## src/rtl/i2cs_pkg.sv

```systemverilog
package i2cs_pkg;

  typedef enum logic [2:0] {
    ST_IDLE, ST_ADR1, ST_ADR2, ST_RXD, ST_TXD, ST_WAIT
  } eng_st_t;

  localparam logic [3:0] MODE_A7      = 4'h1;
  localparam logic [3:0] MODE_A10     = 4'h2;
  localparam logic [3:0] MODE_A7_SP   = 4'h5;
  localparam logic [3:0] MODE_A10_SP  = 4'h6;
  localparam logic [3:0] MODE_SP_ONLY = 4'h8;

  localparam logic [4:0] TEN_HDR = 5'b11110;

  function automatic logic mode_slave(input logic [3:0] m);
    return (m == MODE_A7) || (m == MODE_A10) || (m == MODE_A7_SP) || (m == MODE_A10_SP);
  endfunction

  function automatic logic mode_sp_irq(input logic [3:0] m);
    return (m == MODE_A7_SP) || (m == MODE_A10_SP) || (m == MODE_SP_ONLY);
  endfunction

  function automatic logic mode_ten(input logic [3:0] m);
    return (m == MODE_A10) || (m == MODE_A10_SP);
  endfunction

endpackage

```

## src/rtl/i2cs_sync.sv

```systemverilog
module i2cs_sync #(
  parameter int STAGES = 2
) (
  input  logic clk,
  input  logic rst_n,
  input  logic scl_i,
  input  logic sda_i,
  output logic scl,
  output logic sda,
  output logic scl_rise,
  output logic scl_fall,
  output logic start_det,
  output logic stop_det
);
  localparam int LINES = 2;

  logic [LINES-1:0] line_in;
  logic [LINES-1:0] line_s;
  logic [LINES-1:0] line_p;

  assign line_in = {sda_i, scl_i};

  for (genvar g = 0; g < LINES; g++) begin : g_line
    logic [STAGES-1:0] chain;
    always_ff @(posedge clk or negedge rst_n) begin
      if (!rst_n) chain <= '1;
      else        chain <= {chain[STAGES-2:0], line_in[g]};
    end
    assign line_s[g] = chain[STAGES-1];
  end

  always_ff @(posedge clk or negedge rst_n) begin
    if (!rst_n) line_p <= '1;
    else        line_p <= line_s;
  end

  assign scl       = line_s[0];
  assign sda       = line_s[1];
  assign scl_rise  = line_s[0] & ~line_p[0];
  assign scl_fall  = ~line_s[0] & line_p[0];
  assign start_det = line_s[0] & line_p[0] & line_p[1] & ~line_s[1];
  assign stop_det  = line_s[0] & line_p[0] & ~line_p[1] & line_s[1];

endmodule

```

## src/rtl/i2cs_engine.sv

```systemverilog
module i2cs_engine
  import i2cs_pkg::*;
#(
  parameter int AW = 10,
  parameter int DW = 8
) (
  input  logic          clk,
  input  logic          rst_n,
  input  logic          run,
  input  logic          ten_bit,
  input  logic [AW-1:0] own_addr,
  input  logic          busy,
  input  logic [DW-1:0] tx_byte,
  input  logic          sda,
  input  logic          scl_rise,
  input  logic          scl_fall,
  input  logic          start_det,
  input  logic          stop_det,
  output logic          sda_low,
  output logic          byte_ok,
  output logic          byte_rd,
  output logic          rw,
  output logic [DW-1:0] byte_data
);
  localparam int CW = $clog2(DW + 1);
  localparam logic [CW-1:0] LAST = CW'(DW);

  eng_st_t       st, st_n;
  logic [CW-1:0] bitcnt, bitcnt_n;
  logic [DW-1:0] sr, sr_n, tx_sr, tx_sr_n;
  logic          ack_ph, ack_ph_n, sda_low_n, mack, mack_n;
  logic          ten_ok, ten_ok_n, rw_n;

  assign byte_data = sr;

  always_comb begin
    st_n = st; bitcnt_n = bitcnt; sr_n = sr; tx_sr_n = tx_sr;
    ack_ph_n = ack_ph; sda_low_n = sda_low; mack_n = mack;
    ten_ok_n = ten_ok; rw_n = rw;
    byte_ok = 1'b0; byte_rd = 1'b0;
    if (!run) begin
      st_n = ST_IDLE; bitcnt_n = '0; ack_ph_n = 1'b0; sda_low_n = 1'b0;
      ten_ok_n = 1'b0; rw_n = 1'b0;
    end else if (start_det) begin
      st_n = ST_ADR1; bitcnt_n = '0; ack_ph_n = 1'b0; sda_low_n = 1'b0;
    end else if (stop_det) begin
      st_n = ST_IDLE; bitcnt_n = '0; ack_ph_n = 1'b0; sda_low_n = 1'b0;
      ten_ok_n = 1'b0;
    end else if (st != ST_IDLE && st != ST_WAIT) begin
      if (scl_rise) begin
        if (!ack_ph) begin
          sr_n = {sr[DW-2:0], sda};
          bitcnt_n = bitcnt + 1'b1;
        end else if (st == ST_TXD) begin
          mack_n = ~sda;
        end
      end
      if (scl_fall) begin
        if (ack_ph) begin
          ack_ph_n = 1'b0; bitcnt_n = '0; sda_low_n = 1'b0;
          if (st == ST_TXD) begin
            if (mack) begin
              tx_sr_n = tx_byte;
              sda_low_n = ~tx_byte[DW-1];
            end else begin
              st_n = ST_WAIT;
            end
          end
        end else if (bitcnt == LAST) begin
          ack_ph_n = 1'b1;
          sda_low_n = 1'b0;
          case (st)
            ST_ADR1: begin
              if (!ten_bit) begin
                if (sr[7:1] == own_addr[6:0] && sr[7:1] != 7'd0) begin
                  rw_n = sr[0]; byte_ok = 1'b1; byte_rd = sr[0];
                  if (sr[0]) begin
                    st_n = ST_TXD; sda_low_n = 1'b1; mack_n = 1'b1;
                  end else begin
                    st_n = ST_RXD; sda_low_n = ~busy;
                  end
                end else begin
                  st_n = ST_WAIT;
                end
              end else if (sr[7:3] == TEN_HDR && sr[2:1] == own_addr[9:8]) begin
                if (!sr[0]) begin
                  st_n = ST_ADR2; sda_low_n = 1'b1; rw_n = 1'b0;
                end else if (ten_ok) begin
                  st_n = ST_TXD; sda_low_n = 1'b1; mack_n = 1'b1; rw_n = 1'b1;
                  byte_ok = 1'b1; byte_rd = 1'b1;
                end else begin
                  st_n = ST_WAIT;
                end
              end else begin
                st_n = ST_WAIT;
              end
            end
            ST_ADR2: begin
              if (sr == own_addr[7:0]) begin
                st_n = ST_RXD; ten_ok_n = 1'b1; byte_ok = 1'b1; sda_low_n = ~busy;
              end else begin
                st_n = ST_WAIT;
              end
            end
            ST_RXD: begin
              byte_ok = 1'b1; sda_low_n = ~busy;
            end
            default: sda_low_n = 1'b0;
          endcase
        end else if (st == ST_TXD) begin
          tx_sr_n = {tx_sr[DW-2:0], 1'b0};
          sda_low_n = ~tx_sr[DW-2];
        end
      end
    end
  end

  always_ff @(posedge clk or negedge rst_n) begin
    if (!rst_n) begin
      st <= ST_IDLE; bitcnt <= '0; sr <= '0; tx_sr <= '0;
      ack_ph <= 1'b0; sda_low <= 1'b0; mack <= 1'b0; ten_ok <= 1'b0; rw <= 1'b0;
    end else begin
      st <= st_n; bitcnt <= bitcnt_n; sr <= sr_n; tx_sr <= tx_sr_n;
      ack_ph <= ack_ph_n; sda_low <= sda_low_n; mack <= mack_n;
      ten_ok <= ten_ok_n; rw <= rw_n;
    end
  end

  AST_IDLE_QUIET: assert property (@(posedge clk) disable iff (!rst_n)
    !run |=> !sda_low);
  AST_WAIT_QUIET: assert property (@(posedge clk) disable iff (!rst_n)
    st == ST_WAIT |-> !sda_low);
  AST_NO_ACK_BUSY: assert property (@(posedge clk) disable iff (!rst_n)
    byte_ok && !byte_rd && busy |=> !sda_low);

endmodule

```

## src/rtl/i2cs_top.sv

```systemverilog
module i2cs_top
  import i2cs_pkg::*;
#(
  parameter int AW = 10,
  parameter int DW = 8,
  parameter int SYNC_STAGES = 2
) (
  input  logic          clk,
  input  logic          rst_n,
  input  logic          en,
  input  logic [3:0]    mode,
  input  logic [AW-1:0] own_addr,
  input  logic          scl_i,
  input  logic          sda_i,
  output logic          sda_pull,
  input  logic          host_rd,
  input  logic          host_wr,
  input  logic [DW-1:0] host_wdata,
  input  logic          ovf_clr,
  input  logic          irq_clr,
  output logic [DW-1:0] rx_data,
  output logic          buf_full,
  output logic          ovf,
  output logic          start_flag,
  output logic          stop_flag,
  output logic          rw_flag,
  output logic          irq
);
  logic [1:0] rst_sh;
  logic       rst_core_n;

  always_ff @(posedge clk or negedge rst_n) begin
    if (!rst_n) rst_sh <= 2'b00;
    else        rst_sh <= {rst_sh[0], 1'b1};
  end
  assign rst_core_n = rst_sh[1];

  logic slave_on, sp_on, active;
  assign slave_on = en & mode_slave(mode);
  assign sp_on    = en & mode_sp_irq(mode);
  assign active   = slave_on | sp_on;

  logic scl_s, sda_s, scl_rise, scl_fall, start_det, stop_det;

  i2cs_sync #(.STAGES(SYNC_STAGES)) u_sync (
    .clk(clk), .rst_n(rst_core_n), .scl_i(scl_i), .sda_i(sda_i),
    .scl(scl_s), .sda(sda_s), .scl_rise(scl_rise), .scl_fall(scl_fall),
    .start_det(start_det), .stop_det(stop_det)
  );

  logic          busy, byte_ok, byte_rd, sda_low, eng_rw;
  logic [DW-1:0] byte_data;
  logic [DW-1:0] rx_buf, rx_buf_n;
  logic          full_n, ovf_n, irq_n, s_n, p_n;
  logic          load;

  assign busy = buf_full | ovf;

  i2cs_engine #(.AW(AW), .DW(DW)) u_eng (
    .clk(clk), .rst_n(rst_core_n), .run(slave_on), .ten_bit(mode_ten(mode)),
    .own_addr(own_addr), .busy(busy), .tx_byte(rx_buf), .sda(sda_s),
    .scl_rise(scl_rise), .scl_fall(scl_fall), .start_det(start_det),
    .stop_det(stop_det), .sda_low(sda_low), .byte_ok(byte_ok),
    .byte_rd(byte_rd), .rw(eng_rw), .byte_data(byte_data)
  );

  always_comb begin
    load     = byte_ok & ~byte_rd & ~busy;
    rx_buf_n = load ? byte_data : (host_wr ? host_wdata : rx_buf);
    full_n   = load ? 1'b1 : (host_rd ? 1'b0 : buf_full);
    ovf_n    = (byte_ok & ~byte_rd & buf_full) ? 1'b1 : (ovf_clr ? 1'b0 : ovf);
    irq_n    = (byte_ok | (sp_on & (start_det | stop_det))) ? 1'b1
             : (irq_clr ? 1'b0 : irq);
    s_n      = !active ? 1'b0 : start_det ? 1'b1 : stop_det ? 1'b0 : start_flag;
    p_n      = !active ? 1'b0 : stop_det ? 1'b1 : start_det ? 1'b0 : stop_flag;
  end

  always_ff @(posedge clk or negedge rst_core_n) begin
    if (!rst_core_n) begin
      rx_buf <= '0; buf_full <= 1'b0; ovf <= 1'b0; irq <= 1'b0;
      start_flag <= 1'b0; stop_flag <= 1'b0;
    end else begin
      rx_buf <= rx_buf_n; buf_full <= full_n; ovf <= ovf_n; irq <= irq_n;
      start_flag <= s_n; stop_flag <= p_n;
    end
  end

  assign rx_data  = rx_buf;
  assign rw_flag  = eng_rw;
  assign sda_pull = sda_low;

  AST_BUSY_HOLDS_BUF: assert property (@(posedge clk) disable iff (!rst_core_n)
    byte_ok && !byte_rd && busy && !host_wr |=> $stable(rx_data));
  AST_BUSY_RAISES_IRQ: assert property (@(posedge clk) disable iff (!rst_core_n)
    byte_ok |=> irq);
  AST_OVF_STICKY: assert property (@(posedge clk) disable iff (!rst_core_n)
    ovf && !ovf_clr |=> ovf);
  AST_READ_CLEARS_FULL: assert property (@(posedge clk) disable iff (!rst_core_n)
    host_rd && !byte_ok |=> !buf_full);
  AST_SP_EXCLUSIVE: assert property (@(posedge clk) disable iff (!rst_core_n)
    !(start_flag && stop_flag));
  AST_IRQ_STICKY: assert property (@(posedge clk) disable iff (!rst_core_n)
    irq && !irq_clr |=> irq);
  AST_SP_IRQ_GATED: assert property (@(posedge clk) disable iff (!rst_core_n)
    !irq && !byte_ok && !sp_on |=> !irq);

endmodule

```

## config.mk

```make
export PLATFORM = sky130hd
export DESIGN_NAME = i2cs_top
export DESIGN_NICKNAME = d
export VERILOG_FILES = /design/src/rtl/i2cs_pkg.sv /design/src/rtl/i2cs_sync.sv /design/src/rtl/i2cs_engine.sv /design/src/rtl/i2cs_top.sv
export SDC_FILE = /design/constraint.sdc
export NUM_CORES = 1
export LEC_CHECK = 0
export BUFFER_PORTS_ARGS = -buffer_cell sky130_fd_sc_hd__buf_4
export CORE_MARGIN = 2
export CORE_UTILIZATION = 30
export CTS_CLUSTER_SIZE = 28
export DETAILED_ROUTE_END_ITERATION = 16
export PLACE_DENSITY = 0.52
export SYNTH_ARGS = -nofsm -noshare
export SYNTH_HDL_FRONTEND = slang
export SYNTH_SLANG_ARGS = --single-unit
```

## constraint.sdc

```tcl
create_clock -name clk -period 2.4 [get_ports clk]
set_input_delay 0.24 -clock clk [delete_from_list [all_inputs] [get_ports clk]]
set_output_delay 0.24 -clock clk [all_outputs]
set_load 0.02 [all_outputs]
```

* Word level (Yosys, flattened, before mapping)
Cells that the tools add are included.
Storage, ports and cells: logic and storage cells 239, register bits 48, input port bits 31, output and inout bits 15
Operators by class: reductions and logical operators 23, equality and inequality tests 41, mux-type cells 127, bitwise gates (word level) 28, add/sub/neg operators 1
Operator list (number):
- $mux 1 | 94
- $mux 3 | 15
- $mux 7 | 5
- $mux 4 | 8
- $ne 3x1->1 const B | 7
- $mux 8 | 2
- $and 1x1->1 | 13
- $ne 6x1->1 const B | 2
- $reduce_and 6->1 | 2
- $not 1->1 | 11
- $ne 2x1->1 const B | 5
- $ne 5x5->1 const B | 2
- $reduce_and 10->1 | 1
- $ne 3x3->1 const B | 3
- $eq 4x3->1 const B | 2
- $eq 4x4->1 const B | 2
- $eq 8x8->1 | 1
- $ne 2x2->1 const B | 4
- $ne 4x1->1 const B | 2
- $reduce_and 8->1 | 1
- $reduce_bool 2->1 | 4
- $eq 7x7->1 | 1
- $reduce_and 7->1 | 1
- $reduce_bool 7->1 | 1
- other kinds (19) | 31

* Longest topological paths before layout
depth after elaboration 16, mapped depth 8, gate-level depth less buffers 8

* Modules after synthesis
From an unflattened synthesis, not the netlist that was laid out.
Unflattened totals: cells, all modules 283, area total of the unflattened synthesis 2864.0 um2
By module, submodules not included:
- i2cs_engine | cells an instance 205, area each 1944.4 um2, seq. area each 675.6 um2, times used 1
- i2cs_top | cells an instance 68, area each 729.4 um2, seq. area each 375.4 um2, times used 1
- i2cs_sync | cells an instance 10, area each 190.2 um2, seq. area each 157.7 um2, times used 1

* Least setup slack after synthesis
Ideal clock, no wire load.
path type reg-to-reg, start reg u_eng.bitcnt[0], end reg rx_buf[7] (netlist: rx_data[7]), library setup time 0.125 ns, clock period less this slack 2.041 ns, buffers on the path 0, slack 0.359 ns, data required time 2.275 ns, arrival 1.916 ns, cell stages (with the launch flop) 8, path through dfrtp_1 > inv_1 > ha_1 > nand3b_1 > or3_1 > nor4_4 > o211ai_4 > mux2_4
Between the ends: word-level cells in the longest chain between the ends 12, elaborated cells on any way between the ends 20, those cells by class eq/ne (1); mux (15); bitwise (3); reduce/logical (1)
Ends and longest elaborated chain:
- start, declared | line i2cs_engine.sv:29 | logic [CW-1:0] bitcnt, bitcnt_n;
- start signal, assigned | line i2cs_engine.sv:123 | st <= st_n; bitcnt <= bitcnt_n; sr <= sr_n; tx_sr <= tx_sr_n;
- $eq 4x4->1 (*) | line i2cs_engine.sv:69 | end else if (bitcnt == LAST) begin
- $mux 1 | line i2cs_engine.sv:69
- $mux 1 | line i2cs_engine.sv:59 | if (ack_ph) begin
- $mux 1 | line i2cs_engine.sv:58 | if (scl_fall) begin
- $mux 1 | line i2cs_engine.sv:49 | end else if (st != ST_IDLE && st != ST_WAIT) begin
- $mux 1 | line i2cs_engine.sv:46 | end else if (stop_det) begin
- $mux 1 | line i2cs_engine.sv:44 | end else if (start_det) begin
- $mux 1 | line i2cs_engine.sv:41 | if (!run) begin
- $not 1->1 | line i2cs_top.sv:68 | load = byte_ok & ~byte_rd & ~busy;
- $and 1x1->1 (*) (2 in a row) | line i2cs_top.sv:68
- $mux 8 or $reduce_bool 2->1 (tied branches)
- end signal, assigned | line i2cs_top.sv:83 | rx_buf <= rx_buf_n; buf_full <= full_n; ovf <= ovf_n; irq <= irq_n;
- end, declared | line i2cs_top.sv:53 | logic [DW-1:0] rx_buf, rx_buf_n;
Every way passes the cells marked *; elsewhere a longest branch is shown, timed or not. A chain may end at the register's enable or synchronous reset.

* Worst setup path in the final report
start reg u_sync.g_line[1].chain[1], end reg u_eng.sr[1] (netlist: u_eng.byte_data[1])
Between the ends: word-level cells in the longest chain between the ends 4, elaborated cells on any way between the ends 6, those cells by class bitwise (5); reduce/logical (1)
Ends and longest elaborated chain:
- start, declared | line i2cs_sync.sv:24 | logic [STAGES-1:0] chain;
- start signal, assigned | line i2cs_sync.sv:27 | else chain <= {chain[STAGES-2:0], line_in[g]};
- $not 1->1 | line i2cs_sync.sv:41 | assign start_det = line_s[0] & line_p[0] & line_p[1] & ~line_s[1];
- $and 1x1->1 | line i2cs_sync.sv:41
- $not 1->1 (no line)
- $reduce_and 6->1 (no line) (*)
- end signal, assigned | line i2cs_engine.sv:123
- end, declared | line i2cs_engine.sv:30 | logic [DW-1:0] sr, sr_n, tx_sr, tx_sr_n;
Marked as above.

==> metrics.cfg <==
[global_routing]
grt_pass1_wl_um = 10650
antenna_found_initial = 0
grt_pass1_vias = 2121
grt_use_total_pct = 13.63
grt_remaining_overflow = 0
grt_max_degree = 20

[routing]
wl_per_cell_um = 15.09
routed-via-count = 2049
drc = 0
wl_um = 6413
drt_iter0_markers = 83
viasPerCell = 4.821
detailedRoute.firstPassIterationCount = 4
ant_nets = 0

[timing]
period_share_pct = 92.57
fin_crit_ns = 2.222
finalMaxSlewViolations = 0
max_freq_mhz = 450.1
skew_ns = 0.008531
finalSetupViolCount = 0
finalHoldViolCount = 0

[power]
p_leak_nw = 1.375
power_density_mw_per_mm2 = 474.3
ir_drop_v = 0.0002020

[setup_path]
worst_setup_path_start_kind = flip-flop
cp-end-kind = flip-flop
critical_path_class = reg -> reg
crit_arrival_ns = 2.41
cp_max_fo = 8
required_ns = 2.59

[clocking]
htreeDepth = 2
clkTransAtPathRegs_ns = 0.09
cts_made_buffers = 5
cts_tree = yes
cts.sinks = 48
clockBufferDepth = 2
clkLatencyLatePin_ns = 0.31
root_buffer = clkbuf_8
post_cts_buffers = 0

[synthesis]
ys_seq_elements = 48
ys_warn_count = 0
synth-main-ff-cell = dfrtp_1
synth_cell_types = 54
syn-instance-count = 268
synth_edf_count = 0
syn_area_sq_mm = 0.002744
async_flop_share_pct = 100.0
avgSynthCellArea_sq_um = 10.24
yosysSeqAreaShare_pct = 44.05
syn_nets = 301

[place]
place.gp.congestion = 0.8961
port-buffer-count = 45
placed_area_sq_mm = 0.003212
dp.cells = 416
dp_hpwl_um = 4984

[floorplan]
die_h_um = 99.64
io_pins = 46
die_x_um = 99.64
rows = 34
core_sq_mm = 0.008806
die-area_sq_mm = 0.009927
start_util_pct = 31.16

[min_path]
hp-class = in -> reg

[cells_and_area]
drive_gt1_share_pct = 29.34
antennaDiodeCount = 0
nets = 349
fillers = 886
fin_area_sq_mm = 0.003328
instances_no_fill = 425
area_delta_synth_final_pct = 21.29

[job]
drv_cap = 0

[run_status]
status = finished clean

==> metal layers <==
metal / share of wire (%) / global-route usage, % / vias up
met5: 0 / 0 / -
met1: 49 / 19.04 / 973
li1: - / - / 1040
met3: 2.3 / 2.249 / 8
met4: 1.7 / 4.742 / 0
met2: 47 / 21.47 / 28
==> cell type report <==
class	count	area, sq um	share of cell area (%)
Clock buffer	7	86.33	2.594
Timing Repair Buffer	54	407.9	12.26
Inverter	9	33.78	1.015
Sequential cell	48	1210	36.35
Tap cell	108	135.1	4.060
Multi-Input combinational cell	198	1448	43.50
Clock inverter	1	7.507	0.2256
==> flip-flops by register name, indices dropped and copies added (netlist names), 2 cells and up <==
register and cells:
rx_data 8, u_eng.st 3, u_eng.byte_data 8, rst_sh 2, u_eng.tx_sr 7, u_eng.bitcnt 4
u_sync.line_p 2, u_sync.g_line.chain 4
==> cell usage in the layout (no fill, tap or decap), types with 8 or more instances in the layout <==
master / netlist / final
buf_4: 0 / 53
dfrtp_1: 42 / 41
nand2_1: 27 / 27
nor2_1: 16 / 16
a21oi_1: 14 / 14
xnor2_1: 12 / 12
xor2_1: 11 / 11
o21ai_1: 10 / 10
inv_1: 9 / 9
nor3_1: 8 / 8
mux2_1: 8 / 8
mux2_2: 8 / 8
mux2_4: 8 / 8
mux2i_1: 8 / 8
==> through the flow <==
stage                     worst slack (ns)  hold slack [ns]    TNS, ns  util (%)  total power, mW
after detailed placement           0.08860          0.02556          0     36.47            1.077
after floorplan                     0.3592         -0.05559          0         -           0.9735
final                               0.1783          0.03136          0     37.79            1.579
after CTS                          0.06015          0.02434          0     37.65            1.596
after global placement             0.09559          0.02533          0     36.47            1.076
after global routing             -0.001345          0.01193  -0.001345     37.79            1.649
==> path summary, 6_finish.rpt <==
check / start / cells after the start / endpoint / slack [ns]
max: u_sync.g_line[1].chain[1] / 5 / u_eng.byte_data[1] / 0.18
min: sda_i / 1 / u_sync.g_line[1].chain[0] / 0.03
max reg2reg: u_sync.g_line[1].chain[1] / 5 / u_eng.byte_data[1] / 0.18
min reg2reg: rst_sh[1] / 0 / u_eng.ten_ok / 0.18
max in group asynchronous: rst_sh[1] / 1 / u_sync.g_line[1].chain[0] / 1.63
min in group asynchronous: rst_sh[1] / 0 / u_eng.ten_ok / 0.18
==> report_power, final <==
group / leakage [nW] / switching, mW / internal [mW] / total (mW)
clock network: 0.0445 / 0.283 / 0.235 / 0.517
registers: 0.626 / 0.0274 / 0.834 / 0.861
logic: 0.705 / 0.0936 / 0.106 / 0.200
total: 1.38 / 0.404 / 1.17 / 1.58
==> kinds of logic (layout without fill, tap and decap cells) <==
group / after synthesis / count (layout) / share of synthesized area [%]
xor gates and xnor gates: 23 / 23 / 7.341
muxes: 32 / 32 / 13.86
and+or+nand+nor: 91 / 91 / 18.47
DFF: 48 / 48 / 44.05
buffers and inverters: 22 / 71 / 3.648
adders and majority gates: 2 / 2 / 0.9118
AOI/OAI and AO/OA: 49 / 49 / 11.58
other: 1 / 1 / 0.1367
==> repair_timing <==
action	CTS	global route
resized for setup	0	1
setup endpoints to repair	0	8
hold endpoints to repair	2	0
hold buffers	1	0
==> worst max-delay path, stage by stage (launching register included) <==
cell and delay (ns):
dfstp_2 0.62, xor2_1 0.15, a2111oi_4 0.46, nand2_1 0.21
nor2_4 0.29, mux2_1 0.37
==> cell usage after synthesis, types with 3 or more instances <==
library cell | instances | area [sq um]
and2_1 | 3 | 18.77
mux2_4 | 8 | 120.1
clkbuf_1 | 3 | 11.26
dfrtp_1 | 42 | 1051
nand3b_1 | 3 | 22.52
mux2i_1 | 8 | 80.08
nor3_1 | 8 | 40.04
a211oi_1 | 3 | 22.52
o22ai_1 | 3 | 18.77
nand3_1 | 4 | 20.02
a21oi_1 | 14 | 70.07
buf_2 | 8 | 40.04
xnor2_1 | 12 | 105.1
nor4_1 | 3 | 18.77
xor2_1 | 11 | 96.34
nor2_1 | 16 | 60.06
nand2_1 | 27 | 101.4
o21ai_1 | 10 | 50.05
nand2b_1 | 3 | 18.77
mux2_1 | 8 | 90.09
mux2_2 | 8 | 90.09
inv_1 | 9 | 33.78
nand4_1 | 6 | 37.54
dfstp_2 | 6 | 157.7
o21ai_0 | 5 | 25.02
o31ai_1 | 3 | 22.52
No activity file was read; power rests on OpenSTA's default activity.
